File: config.mk
export PLATFORM = sky130hd
export DESIGN_NAME = idx_ea_gen
export DESIGN_NICKNAME = d
export VERILOG_FILES = /design/src/rtl/idx_ea_pkg.sv /design/src/rtl/idx_post_decode.sv /design/src/rtl/idx_base_calc.sv /design/src/rtl/idx_ea_seq.sv /design/src/rtl/idx_ea_gen.sv
export SDC_FILE = /design/constraint.sdc
export NUM_CORES = 1
export LEC_CHECK = 0
export ABC_AREA = 0
export BUFFER_PORTS_ARGS = -buffer_cell sky130_fd_sc_hd__buf_2
export CAP_MARGIN = 20
export CORE_ASPECT_RATIO = 0.6
export CORE_MARGIN = 2
export CORE_UTILIZATION = 55
export CTS_CLUSTER_SIZE = 12
export DETAILED_ROUTE_END_ITERATION = 10
export PLACE_DENSITY = 0.92
export SLEW_MARGIN = 5
export SYNTH_ARGS = -nofsm -noshare
export SYNTH_HDL_FRONTEND = slang
export SYNTH_HIERARCHICAL = 1
export SYNTH_SLANG_ARGS = --single-unit
File: constraint.sdc
create_clock -name clk -period 5.9 [get_ports clk]
set_input_delay 0.59 -clock clk [delete_from_list [all_inputs] [get_ports clk]]
set_output_delay 0.59 -clock clk [all_outputs]
set_load 0.02 [all_outputs]
File: src/rtl/idx_ea_pkg.sv
package idx_ea_pkg;

    localparam int unsigned EXTRA_W  = 4;
    localparam int unsigned IND_COST = 3;

    typedef enum logic [1:0] {
        ST_IDLE,
        ST_FETCH,
        ST_READ,
        ST_DONE
    } seq_state_e;

    typedef enum logic [2:0] {
        OFS_NONE,
        OFS_SHORT,
        OFS_ACC_A,
        OFS_ACC_B,
        OFS_ACC_D
    } ofs_kind_e;

    localparam logic [1:0] SEL_S = 2'b11;

    typedef struct packed {
        logic [1:0]         sel;
        logic               undef;
        logic               flag_ill;
        logic               indirect;
        logic [1:0]         nfetch;
        logic               use_pc;
        logic               abs_base;
        logic               step_en;
        logic               step_dec;
        logic [1:0]         step_amt;
        ofs_kind_e          ofs;
        logic [EXTRA_W-1:0] extra;
    } post_info_t;

endpackage

File: src/rtl/idx_post_decode.sv
module idx_post_decode
    import idx_ea_pkg::*;
(
    input  logic [7:0]  post,
    output post_info_t  info
);

    logic       ind_bit;
    logic [3:0] mode;
    logic       undef_w;

    assign ind_bit = post[4];
    assign mode    = post[3:0];

    always_comb begin
        info     = '0;
        info.sel = post[6:5];
        info.ofs = OFS_NONE;
        undef_w  = 1'b0;
        if (!post[7]) begin
            info.ofs   = OFS_SHORT;
            info.extra = EXTRA_W'(1);
        end else begin
            unique case (mode)
                4'h0: begin
                    info.step_en  = 1'b1;
                    info.step_amt = 2'd1;
                    info.extra    = EXTRA_W'(2);
                    info.flag_ill = ind_bit;
                end
                4'h1: begin
                    info.step_en  = 1'b1;
                    info.step_amt = 2'd2;
                    info.extra    = EXTRA_W'(3);
                end
                4'h2: begin
                    info.step_en  = 1'b1;
                    info.step_dec = 1'b1;
                    info.step_amt = 2'd1;
                    info.extra    = EXTRA_W'(2);
                    info.flag_ill = ind_bit;
                end
                4'h3: begin
                    info.step_en  = 1'b1;
                    info.step_dec = 1'b1;
                    info.step_amt = 2'd2;
                    info.extra    = EXTRA_W'(3);
                end
                4'h4: info.extra = EXTRA_W'(0);
                4'h5: begin
                    info.ofs   = OFS_ACC_B;
                    info.extra = EXTRA_W'(1);
                end
                4'h6: begin
                    info.ofs   = OFS_ACC_A;
                    info.extra = EXTRA_W'(1);
                end
                4'h8: begin
                    info.nfetch = 2'd1;
                    info.extra  = EXTRA_W'(1);
                end
                4'h9: begin
                    info.nfetch = 2'd2;
                    info.extra  = EXTRA_W'(4);
                end
                4'hB: begin
                    info.ofs   = OFS_ACC_D;
                    info.extra = EXTRA_W'(4);
                end
                4'hC: begin
                    info.use_pc = 1'b1;
                    info.nfetch = 2'd1;
                    info.extra  = EXTRA_W'(1);
                end
                4'hD: begin
                    info.use_pc = 1'b1;
                    info.nfetch = 2'd2;
                    info.extra  = EXTRA_W'(5);
                end
                4'hF: begin
                    if (ind_bit) begin
                        info.abs_base = 1'b1;
                        info.nfetch   = 2'd2;
                        info.extra    = EXTRA_W'(5);
                    end else begin
                        undef_w = 1'b1;
                    end
                end
                default: undef_w = 1'b1;
            endcase

            if (undef_w) begin
                info          = '0;
                info.sel      = post[6:5];
                info.ofs      = OFS_NONE;
                info.undef    = 1'b1;
                info.flag_ill = 1'b1;
            end else begin
                info.indirect = ind_bit;
                if (ind_bit && !info.abs_base) begin
                    info.extra = info.extra + EXTRA_W'(IND_COST);
                end
            end
        end
    end

endmodule

File: src/rtl/idx_base_calc.sv
module idx_base_calc
    import idx_ea_pkg::*;
#(
    parameter int unsigned BYTE_W = 8,
    parameter int unsigned ADDR_W = 2 * BYTE_W
) (
    input  logic [1:0]        sel,
    input  ofs_kind_e         ofs,
    input  logic              undef,
    input  logic              abs_base,
    input  logic              use_pc,
    input  logic [1:0]        nfetch,
    input  logic              step_en,
    input  logic              step_dec,
    input  logic [1:0]        step_amt,
    input  logic [4:0]        short_ofs,
    input  logic [ADDR_W-1:0] reg_x,
    input  logic [ADDR_W-1:0] reg_y,
    input  logic [ADDR_W-1:0] reg_u,
    input  logic [ADDR_W-1:0] reg_s,
    input  logic [ADDR_W-1:0] reg_pc,
    input  logic [BYTE_W-1:0] acc_a,
    input  logic [BYTE_W-1:0] acc_b,
    input  logic [ADDR_W-1:0] acc_d,
    output logic [ADDR_W-1:0] base,
    output logic [ADDR_W-1:0] wb_val
);

    localparam int unsigned SHORT_PAD = ADDR_W - 5;
    localparam int unsigned BYTE_PAD  = ADDR_W - BYTE_W;
    localparam int unsigned CNT_PAD   = ADDR_W - 2;

    logic [ADDR_W-1:0] reg_v;
    logic [ADDR_W-1:0] short_ext;
    logic [ADDR_W-1:0] a_ext;
    logic [ADDR_W-1:0] b_ext;
    logic [ADDR_W-1:0] step_w;
    logic [ADDR_W-1:0] fetch_w;

    always_comb begin
        unique case (sel)
            2'b00:   reg_v = reg_x;
            2'b01:   reg_v = reg_y;
            2'b10:   reg_v = reg_u;
            default: reg_v = reg_s;
        endcase
    end

    assign short_ext = {{SHORT_PAD{short_ofs[4]}}, short_ofs};
    assign a_ext     = {{BYTE_PAD{acc_a[BYTE_W-1]}}, acc_a};
    assign b_ext     = {{BYTE_PAD{acc_b[BYTE_W-1]}}, acc_b};
    assign step_w    = {{CNT_PAD{1'b0}}, step_amt};
    assign fetch_w   = {{CNT_PAD{1'b0}}, nfetch};
    assign wb_val    = step_dec ? (reg_v - step_w) : (reg_v + step_w);

    always_comb begin
        unique case (ofs)
            OFS_SHORT: base = reg_v + short_ext;
            OFS_ACC_A: base = reg_v + a_ext;
            OFS_ACC_B: base = reg_v + b_ext;
            OFS_ACC_D: base = reg_v + acc_d;
            default: begin
                if (undef || abs_base) begin
                    base = '0;
                end else if (use_pc) begin
                    base = reg_pc + fetch_w;
                end else if (step_en && step_dec) begin
                    base = wb_val;
                end else begin
                    base = reg_v;
                end
            end
        endcase
    end

endmodule

File: src/rtl/idx_ea_seq.sv
module idx_ea_seq
    import idx_ea_pkg::*;
#(
    parameter int unsigned BYTE_W = 8,
    parameter int unsigned ADDR_W = 2 * BYTE_W
) (
    input  logic               clk,
    input  logic               rst_n,
    input  logic               start,
    input  logic [1:0]         sel,
    input  logic               flag_ill,
    input  logic               indirect,
    input  logic [1:0]         nfetch,
    input  logic               step_en,
    input  logic [EXTRA_W-1:0] extra_in,
    input  logic [ADDR_W-1:0]  base,
    input  logic [ADDR_W-1:0]  wb_val,
    output logic               fetch_req,
    input  logic               fetch_ack,
    input  logic [BYTE_W-1:0]  fetch_data,
    output logic               mem_rd_req,
    output logic [ADDR_W-1:0]  mem_rd_addr,
    input  logic               mem_rd_ack,
    input  logic [BYTE_W-1:0]  mem_rd_data,
    output logic               reg_wr_en,
    output logic [1:0]         reg_wr_sel,
    output logic [ADDR_W-1:0]  reg_wr_data,
    output logic               nmi_arm,
    output logic               busy,
    output logic               done,
    output logic [ADDR_W-1:0]  ea,
    output logic [EXTRA_W-1:0] extra_cyc,
    output logic               illegal
);

    localparam int unsigned BYTE_PAD = ADDR_W - BYTE_W;

    typedef struct packed {
        seq_state_e         st;
        logic [ADDR_W-1:0]  addr;
        logic [BYTE_W-1:0]  hold;
        logic [1:0]         left;
        logic               wide;
        logic               ind;
        logic               rd_lo;
        logic [EXTRA_W-1:0] extra;
        logic               ill;
        logic               wr_en;
        logic [1:0]         wr_sel;
        logic [ADDR_W-1:0]  wr_data;
        logic               nmi;
    } seq_t;

    seq_t              seq_q;
    seq_t              seq_d;
    logic [ADDR_W-1:0] ofs_word;

    assign ofs_word = seq_q.wide ? {seq_q.hold, fetch_data}
                                 : {{BYTE_PAD{fetch_data[BYTE_W-1]}}, fetch_data};

    always_comb begin
        seq_d       = seq_q;
        seq_d.wr_en = 1'b0;
        seq_d.nmi   = 1'b0;
        unique case (seq_q.st)
            ST_IDLE: begin
                if (start) begin
                    seq_d.addr    = base;
                    seq_d.left    = nfetch;
                    seq_d.wide    = (nfetch == 2'd2);
                    seq_d.ind     = indirect;
                    seq_d.rd_lo   = 1'b0;
                    seq_d.extra   = extra_in;
                    seq_d.ill     = flag_ill;
                    seq_d.wr_en   = step_en;
                    seq_d.wr_sel  = sel;
                    seq_d.wr_data = wb_val;
                    seq_d.nmi     = step_en && (sel == SEL_S);
                    if (nfetch != 2'd0) begin
                        seq_d.st = ST_FETCH;
                    end else if (indirect) begin
                        seq_d.st = ST_READ;
                    end else begin
                        seq_d.st = ST_DONE;
                    end
                end
            end
            ST_FETCH: begin
                if (fetch_ack) begin
                    seq_d.hold = fetch_data;
                    seq_d.left = seq_q.left - 2'd1;
                    if (seq_q.left == 2'd1) begin
                        seq_d.addr = seq_q.addr + ofs_word;
                        seq_d.st   = seq_q.ind ? ST_READ : ST_DONE;
                    end
                end
            end
            ST_READ: begin
                if (mem_rd_ack) begin
                    if (!seq_q.rd_lo) begin
                        seq_d.hold  = mem_rd_data;
                        seq_d.rd_lo = 1'b1;
                    end else begin
                        seq_d.addr = {seq_q.hold, mem_rd_data};
                        seq_d.st   = ST_DONE;
                    end
                end
            end
            default: seq_d.st = ST_IDLE;
        endcase
    end

    always_ff @(posedge clk) begin
        if (!rst_n) begin
            seq_q <= '0;
        end else begin
            seq_q <= seq_d;
        end
    end

    assign fetch_req   = (seq_q.st == ST_FETCH);
    assign mem_rd_req  = (seq_q.st == ST_READ);
    assign mem_rd_addr = seq_q.addr + {{(ADDR_W-1){1'b0}}, seq_q.rd_lo};
    assign reg_wr_en   = seq_q.wr_en;
    assign reg_wr_sel  = seq_q.wr_sel;
    assign reg_wr_data = seq_q.wr_data;
    assign nmi_arm     = seq_q.nmi;
    assign busy        = (seq_q.st != ST_IDLE);
    assign done        = (seq_q.st == ST_DONE);
    assign ea          = seq_q.addr;
    assign extra_cyc   = seq_q.extra;
    assign illegal     = seq_q.ill;

endmodule

File: src/rtl/idx_ea_gen.sv
module idx_ea_gen
    import idx_ea_pkg::*;
#(
    parameter int unsigned BYTE_W = 8,
    parameter int unsigned ADDR_W = 2 * BYTE_W
) (
    input  logic               clk,
    input  logic               rst_n,
    input  logic               start,
    input  logic [7:0]         post_byte,
    input  logic [ADDR_W-1:0]  reg_x,
    input  logic [ADDR_W-1:0]  reg_y,
    input  logic [ADDR_W-1:0]  reg_u,
    input  logic [ADDR_W-1:0]  reg_s,
    input  logic [ADDR_W-1:0]  reg_pc,
    input  logic [BYTE_W-1:0]  acc_a,
    input  logic [BYTE_W-1:0]  acc_b,
    input  logic [ADDR_W-1:0]  acc_d,
    output logic               fetch_req,
    input  logic               fetch_ack,
    input  logic [BYTE_W-1:0]  fetch_data,
    output logic               mem_rd_req,
    output logic [ADDR_W-1:0]  mem_rd_addr,
    input  logic               mem_rd_ack,
    input  logic [BYTE_W-1:0]  mem_rd_data,
    output logic               reg_wr_en,
    output logic [1:0]         reg_wr_sel,
    output logic [ADDR_W-1:0]  reg_wr_data,
    output logic               nmi_arm,
    output logic               busy,
    output logic               done,
    output logic [ADDR_W-1:0]  ea,
    output logic [EXTRA_W-1:0] extra_cyc,
    output logic               illegal
);

    post_info_t        info;
    logic [ADDR_W-1:0] base;
    logic [ADDR_W-1:0] wb_val;

    idx_post_decode u_decode (
        .post (post_byte),
        .info (info)
    );

    idx_base_calc #(
        .BYTE_W (BYTE_W),
        .ADDR_W (ADDR_W)
    ) u_base (
        .sel       (info.sel),
        .ofs       (info.ofs),
        .undef     (info.undef),
        .abs_base  (info.abs_base),
        .use_pc    (info.use_pc),
        .nfetch    (info.nfetch),
        .step_en   (info.step_en),
        .step_dec  (info.step_dec),
        .step_amt  (info.step_amt),
        .short_ofs (post_byte[4:0]),
        .reg_x     (reg_x),
        .reg_y     (reg_y),
        .reg_u     (reg_u),
        .reg_s     (reg_s),
        .reg_pc    (reg_pc),
        .acc_a     (acc_a),
        .acc_b     (acc_b),
        .acc_d     (acc_d),
        .base      (base),
        .wb_val    (wb_val)
    );

    idx_ea_seq #(
        .BYTE_W (BYTE_W),
        .ADDR_W (ADDR_W)
    ) u_seq (
        .clk         (clk),
        .rst_n       (rst_n),
        .start       (start),
        .sel         (info.sel),
        .flag_ill    (info.flag_ill),
        .indirect    (info.indirect),
        .nfetch      (info.nfetch),
        .step_en     (info.step_en),
        .extra_in    (info.extra),
        .base        (base),
        .wb_val      (wb_val),
        .fetch_req   (fetch_req),
        .fetch_ack   (fetch_ack),
        .fetch_data  (fetch_data),
        .mem_rd_req  (mem_rd_req),
        .mem_rd_addr (mem_rd_addr),
        .mem_rd_ack  (mem_rd_ack),
        .mem_rd_data (mem_rd_data),
        .reg_wr_en   (reg_wr_en),
        .reg_wr_sel  (reg_wr_sel),
        .reg_wr_data (reg_wr_data),
        .nmi_arm     (nmi_arm),
        .busy        (busy),
        .done        (done),
        .ea          (ea),
        .extra_cyc   (extra_cyc),
        .illegal     (illegal)
    );

endmodule

# Word-level counts from Yosys, hierarchy flattened
# Cells that the tools add are included.
# word_totals
regBits,56
# op_classes
addsub,11
n_eq_ne,30
n_mux,47
reduce_logical,31
# ops
operator,n
case mux 16 bit (3 select lines),2
adder 16 bit,5
2-to-1 mux 16 bit,5
case mux 16 bit (4 select lines),1
2-to-1 mux 18 bit,3
adder 16 x 2 -> 16 bit,2
2-to-1 mux 30 bit,1
2-to-1 mux 28 bit,1
2-to-1 mux 26 bit,1
equality test 4 bit (second input constant),6
case mux 4 bit (6 select lines),1
2-to-1 mux 11 bit,2
adder 16 x 1 -> 16 bit,1
case mux 8 bit (2 select lines),1
subtractor 16 x 2 -> 16 bit,1
OR reduction 2 bit,7
2-to-1 mux 1 bit,13
equality test 4 x 3 -> 1 bit (second input constant),3
2-to-1 mux 4 bit,3
case mux 2 bit (3 select lines),2
OR reduction 12 bit,1
equality test 2 bit (second input constant),5
nonzero test 2 bit,5
case mux 3 bit (3 select lines),1
28 further kinds,46

# Depth between registers and ports, before layout
# Gate-level depths: netlist of run 1.
# logic_depth
ltp_word,14
ltp_mapped,25
mapped_depth_nobuf,21

# Modules after synthesis
# The synthesis of run 1 kept the hierarchy.
# by_module_without_submodules
module,area_each_um2,instances,seq_area_each_um2,cells_each
idx_ea_seq,4037.6,1,1121.1,515
idx_base_calc,3045.4,1,0.0,398
idx_post_decode,402.9,1,0.0,65

# Worst setup path before layout of run 1
# OpenSTA, ideal clock, no wires.
# synth_timing
path_type,input -> register
start,in post_byte[3]
end,reg u_seq.seq_q (netlist bit u_seq/ea[14])
path_buffers,3
t_arrival_ns,4.660
setup_slack_ns,1.178
cell_stages,23
cell_sequence,buf_6 > nand2_1 > nor3_1 > nand2b_1 > clkbuf_1 > buf_1 > o22a_1 > o22ai_1 > a21oi_1 > ha_1 > inv_1 > fa_1 > nor2b_1 > o211ai_1 > a31oi_1 > a221o_1 > nor2_1 > o21bai_1 > xnor2_1 > o21ai_0 > o211ai_1 > or4_1 > nand3_1
# synth_rtl
item,line_no,source
from (decl),idx_ea_gen.sv:10,"input logic [7:0] post_byte,"
to (signal assigned),idx_ea_seq.sv:117,seq_q <= seq_d;
to (decl),idx_ea_seq.sv:54,seq_t seq_q;

==> flow_summary.yaml, run 1 <==
clock_network:
  cts_buffer_depth: 2
  insertion_delay_ps: 310
  ctsResizeCount: 0
  post_cts_buffers: 0
  cts_max_level: 2
  cts_tree: "yes"
  path_clk_slew_ps: 80
  cts_hold_buf: 0
  cts.sinks: 56
  clock-root-buffer: "clkbuf_16"
  cts_buffers: 5
final_layout:
  final_cell_mix: "buf_2, nand2_1, a21oi_1, nor2_1, ha_1"
  area_delta_synth_final_pct: 11.52
  drive_gt1_frac: 0.2552
  final_common_cell: "buf_2"
  layout.cells.non_filler: 1273
  nets: 1302
synthesis:
  synth_top_area_cell: "dfxtp_1"
  synth_area_leaders: "dfxtp_1, ha_1, a21oi_1, nand2_1, mux4_2"
  synthArstFlopShare: 0
  synth-edff-count: 0
  synth-main-ff-cell: "dfxtp_1"
  synth_cells: 978
  synth_cell_types: 99
  avgSynthCellArea_um2: 7.654
  syn_area_mm2: 0.007486
  yosysTopAreaCellShare: 0.1498
  synth_nets: 1180
  yosys_register_bits: 56
  seq_area_frac_synth: 0.1498
  yosys_warnings: 6
timing:
  timing.hold.ws_ps: 457.0
  worst_pin_slew_ps: 1186
  max_freq_ghz: 0.1924
  setup_ws_ps: 701.4
  hold_viol: 0
  rsz0062_at_grt: "no"
  setup_viol: 0
  slew_headroom: 0.1967
  drv_slew: 0
  skew_ps: 12.42
  final.setup.tns_ps: 0
  min_period_ps: 5199
  period_share: 0.8811
floorplanning:
  rows: 32
  fp.dieW_um: 154.6
  core_mm2: 0.01305
  die_h_um: 94.37
  initial_core_util: 0.5735
  io_pins: 202
  die_area_mm2: 0.01459
job:
  cap_violations: 0
global_route:
  antenna_found_initial: 3
  grt_pass1_vias: 7236
  grt_max_degree: 47
  grt_pass1_wl_um: 38830
  grt_overflow: 0
  track_usage: 0.3346
placement:
  io_buffers: 201
  dp.final_hpwl_um: 19760
  globalplace.congestion: 1.073
  dp_slack_ps: 577.2
  placed_cells: 1262
critical_path:
  crit_arrival_ps: 5360
  crit_buf_inv: 2
  endpoint_kind: "flip-flop"
  path_cells: "buf_2 > nand2_1 > nor3_1 > nand2b_1 > o21ai_0 > o21a_1 > a21oi_1 > buf_4 > a21o_1 > ha_1 > and3_2 > a221o_1 > a211oi_1 > a21oi_1 > o21a_1 > nor2_2 > xnor2_1 > o221ai_2 > nand2b_1 > nand3_1 > o21ai_0 > o22ai_1"
  crit_fanout: 15
  critPathRequiredTime_ps: 6060
  slowest_stage: "nor3_1"
  r2r_setup_slack_ps: 3090
  crit_type: "in2reg"
  crit_path_start_kind: "primary input"
  max_stage_delay_ps: 510
  crit_family: "compound AO/OA/AOI/OAI gates"
route:
  routed_wl_um: 24860
  firstDrtPassIters: 5
  initialDrtViolationCount: 947
  wl_per_cell_um: 19.53
  ant_nets: 0
  drc: 0
  vias: 8234
  via_per_inst: 6.468
worst_hold_path:
  hold_path_class: "reg2reg"
run_status:
  status: "finished clean"
power_and_ir_drop:
  vdd_drop_max_mv: 0.2000
  p_leak_nw: 3.702
  powerDensity_mw_per_mm2: 312.6
power breakdown:
part           switching (W)  leakage [nW]  internal (W)
Clock               0.000162        0.0744      0.000161
Sequential          0.000115         0.459      0.000480
Combinational        0.00105          3.17      0.000646
synth_stat cells, types with 23 or more instances:
cell type  count
nor2_1        67
a21oi_1       95
nand3_1       30
buf_4         42
dfxtp_1       56
nand2_1      114
xnor2_1       35
xor2_1        26
ha_1          57
clkbuf_1      29
o21ai_0       41
o22ai_1       23
inv_1         30
state kept, by name (all words and copies together) (netlist names):
register and flops:
u_seq/seq_q 15, u_seq/nmi_arm 1, u_seq/reg_wr_en 1, u_seq/reg_wr_sel 2, u_seq/ea 16, u_seq/extra_cyc 4, u_seq/reg_wr_data 16, u_seq/illegal 1
cells by family (layout without fill, tap and decap cells):
| kind of cell | Yosys count | in the layout | synth area share |
|---|---|---|---|
| buffers and inverters | 127 | 250 | 0.09778 |
| adders and majority gates | 61 | 61 | 0.1060 |
| AOI/OAI and AO/OA | 322 | 322 | 0.2963 |
| DFF | 56 | 56 | 0.1498 |
| xor gates and xnor gates | 61 | 61 | 0.07137 |
| muxes | 33 | 33 | 0.07371 |
| other | 0 | 2 | 0 |
| and+or+nand+nor | 318 | 318 | 0.2051 |
through the flow:
step                area [um^2]  power (W)    util
finish                     8348   0.002609  0.6396
global route               8346   0.002767  0.6394
CTS                        8315   0.002529  0.6371
detailed placement         8164   0.002203  0.6255
global placement           8164   0.002168  0.6255
floorplan                  7486   0.001865       -
layout make-up:
class,instances,area (um^2)
multi-input cells,795,5640
fillers,1169,4705
flip-flops and latches,56,1121
repair buffers,211,1101
well taps,170,212.7
clock buffers,5,125.1
inverters,31,116.4
clock inverters,3,26.28
diodes,2,5.005
final timing paths:
kind / start / to / cells after the start
setup reg to reg: u_seq/seq_q[27]$_SDFFE_PN0P_ / u_seq/ea[13]$_SDFFE_PN0P_ / 9
setup / recovery: post_byte[0] / u_seq/ea[15]$_SDFFE_PN0P_ / 22
hold reg to reg: u_seq/extra_cyc[3]$_SDFFE_PN0P_ / u_seq/extra_cyc[3]$_SDFFE_PN0P_ / 2
hold / removal: u_seq/extra_cyc[3]$_SDFFE_PN0P_ / u_seq/extra_cyc[3]$_SDFFE_PN0P_ / 2
layer usage:
metal / share of wire / track usage / vias up
met4: 0.010 / 0.05093 / 0
met5: 0 / 0 / -
li1: - / - / 3824
met3: 0.15 / 0.1051 / 29
met2: 0.39 / 0.4810 / 556
met1: 0.45 / 0.4956 / 3825
worst register-to-register path: stages (launching register included):
cell      delay (ps)
dfxtp_1          560
nand2b_1         400
nand2_1          100
ha_1             390
and2_0           300
a211o_1          350
a211oi_2         190
o21a_1           160
o221ai_1          90
a21oi_1          190
Power figures use the tool's default switching activity.
==> inputs of run 2 (changes only) <==
Settings changed: ABC_AREA 0 to 1, CORE_UTILIZATION 55 to 56, PLACE_DENSITY 0.92 to 0.93.
==> flow_summary.yaml, run 2 <==
clock_network:
  clock-root-buffer: "clkbuf_16"
  cts_buffers: 5
  cts_hold_buf: 0
  insertion_delay_ps: 300
  path_clk_slew_ps: 70
  ctsResizeCount: 0
  post_cts_buffers: 0
  cts.sinks: 56
  cts_max_level: 2
  cts_buffer_depth: 2
  cts_tree: "yes"
timing:
  setup_viol: 0
  skew_ps: 10.46
  max_freq_ghz: 0.2233
  hold_viol: 0
  rsz0062_at_grt: "no"
  period_share: 0.7591
  drv_slew: 0
  slew_headroom: 0.3073
  min_period_ps: 4479
  setup_ws_ps: 1421
  final.setup.tns_ps: 0
  worst_pin_slew_ps: 1039
critical_path:
  crit_type: "in2reg"
  crit_arrival_ps: 4630
  max_stage_delay_ps: 660
  slowest_stage: "nor2_1"
  crit_fanout: 18
  endpoint_kind: "flip-flop"
  critPathRequiredTime_ps: 6060
  crit_buf_inv: 4
  path_cells: "buf_2 > inv_1 > nor2_1 > nand2_1 > nor2_1 > inv_1 > nand2_2 > nor2_8 > nor3_4 > inv_2 > nor2_1 > a41oi_1 > ha_1 > nand2_1 > nor2_1 > nand2_1 > nand2_1 > a21oi_1 > o21ai_0 > nand2_1 > nor2_1 > nor2_1 > nand2_1 > a21oi_1"
  crit_family: "simple AND/OR/NAND/NOR gates"
  crit_path_start_kind: "primary input"
route:
  drc: 0
  wl_per_cell_um: 16.79
  initialDrtViolationCount: 1232
  routed_wl_um: 28710
  vias: 9798
  firstDrtPassIters: 6
  ant_nets: 0
  via_per_inst: 5.730
final_layout:
  nets: 1719
  drive_gt1_frac: 0.1719
  area_delta_synth_final_pct: 11.49
  final_cell_mix: "nand2_1, buf_2, inv_1, nor2_1, o21ai_0"
  design_area_mm2: 0.008830
  n_antenna_cell: 0
  final_common_cell: "nand2_1"
power_and_ir_drop:
  p_comb_frac: 0.654
  p_leak_nw: 4.787
  clockPowerShare: 0.115
  p_switching_w: 0.001422
  powerDensity_mw_per_mm2: 295.1
  vdd_drop_max_mv: 0.1782
  total_power_w: 0.002606
  p_seq_frac: 0.231
  p_int_w: 0.001184
  switching_share: 0.5458
job:
  cap_violations: 0
floorplanning:
  initial_core_util: 0.5760
  die_h_um: 96.12
  io_pins: 202
  rows: 33
  fp.dieW_um: 157.5
  core_mm2: 0.01375
  die_area_mm2: 0.01514
global_route:
  grt_pass1_vias: 8538
  grt_pass1_wl_um: 44210
  grt_max_degree: 44
  antenna_found_initial: 0
  track_usage: 0.3754
  grt_overflow: 0
run_status:
  status: "finished clean"
synthesis:
  yosys_register_bits: 56
  synth_area_leaders: "nand2_1, dfxtp_1, ha_1, inv_1, o21ai_0"
  synthTopCellsByCount: "nand2_1, inv_1, nor2_1, o21ai_0, a21oi_1"
  synth_top_area_cell: "nand2_1"
  yosysTopAreaCellShare: 0.1919
  synth_most_common_cell: "nand2_1"
  synth-edff-count: 0
  synth_cells: 1384
  synth-main-ff-cell: "dfxtp_1"
  yosys_warnings: 6
  syn_area_mm2: 0.007920
  synth_cell_types: 53
  avgSynthCellArea_um2: 5.723
  seq_area_frac_synth: 0.1415
  synthArstFlopShare: 0
  synth_nets: 1586
placement:
  globalplace.congestion: 1.030
  dp_slack_ps: 1216
  placed_area_mm2: 0.008683
  io_buffers: 201
  dp.final_hpwl_um: 23910
worst_hold_path:
  hold_path_class: "reg2reg"
[run 2: logic make-up after synthesis]
group / synth area share
AO/OA/AOI/OAI: 0.1793
XOR/XNOR: 0.03207
adder cells (fa/ha/maj): 0.1002
buffers and inverters: 0.1490
flip-flops: 0.1415
AND/OR/NAND/NOR: 0.3979
[run 2: path summary, 6_finish.rpt]
check | startpoint | end | slack, ps | cells past startpoint
worst min-delay path | u_seq/reg_wr_data[10]$_SDFFE_PN0P_ | u_seq/reg_wr_data[10]$_SDFFE_PN0P_ | 480 | 2
worst min register to register | u_seq/reg_wr_data[10]$_SDFFE_PN0P_ | u_seq/reg_wr_data[10]$_SDFFE_PN0P_ | 480 | 2
worst max-delay path | post_byte[2] | u_seq/ea[11]$_SDFFE_PN0P_ | 1420 | 24
worst max register to register | u_seq/seq_q[54]$_SDFFE_PN0P_ | u_seq/seq_q[30]$_SDFFE_PN0P_ | 3020 | 9
[run 2: metal layers]
| metal | vias up | GRT usage | share of wire |
|---|---|---|---|
| met5 | - | 0 | 0 |
| met4 | 0 | 0.05303 | 0.010 |
| met3 | 35 | 0.1162 | 0.15 |
| met2 | 627 | 0.5244 | 0.38 |
| met1 | 4425 | 0.5657 | 0.46 |
| li1 | 4711 | - | - |
[run 2: power by group through the flow]
| stage | Sequential, W | Combinational [W] | Clock [W] |
|---|---|---|---|
| floorplan | 0.000561 | 0.00129 | 0 |
| global placement | 0.000598 | 0.00161 | 0 |
| detailed placement | 0.000603 | 0.00163 | 0 |
| CTS | 0.000594 | 0.00164 | 0.000303 |
| global route | 0.000610 | 0.00187 | 0.000319 |
| finish | 0.000601 | 0.00170 | 0.000301 |
[run 2: tightest hold or removal path, cell delays in order (launching register included)]
cell	delay [ps]
dfxtp_1	320
nor2_1	50
nor2_1	80
[run 2: through the flow]
| step | std cells | utilization | hold WS [ps] |
|---|---|---|---|
| floorplan | 1384 | - | 456.3 |
| finish | 1710 | 0.6422 | 481.2 |
| CTS | 1710 | 0.6422 | 484.6 |
| global route | 1710 | 0.6422 | 516.1 |
| global placement | 1702 | 0.6315 | 457.4 |
| detailed placement | 1702 | 0.6315 | 467.5 |
[run 2: area by class of cell]
| type | instances | area (um^2) |
|---|---|---|
| Clock buffer | 5 | 125.1 |
| Tap cell | 192 | 240.2 |
| Fill cell | 1388 | 4920 |
| Clock inverter | 3 | 21.27 |
| Sequential cell | 56 | 1121 |
| Multi-Input combinational cell | 1074 | 5619 |
| Inverter | 177 | 681.9 |
| Timing Repair Buffer | 203 | 1021 |
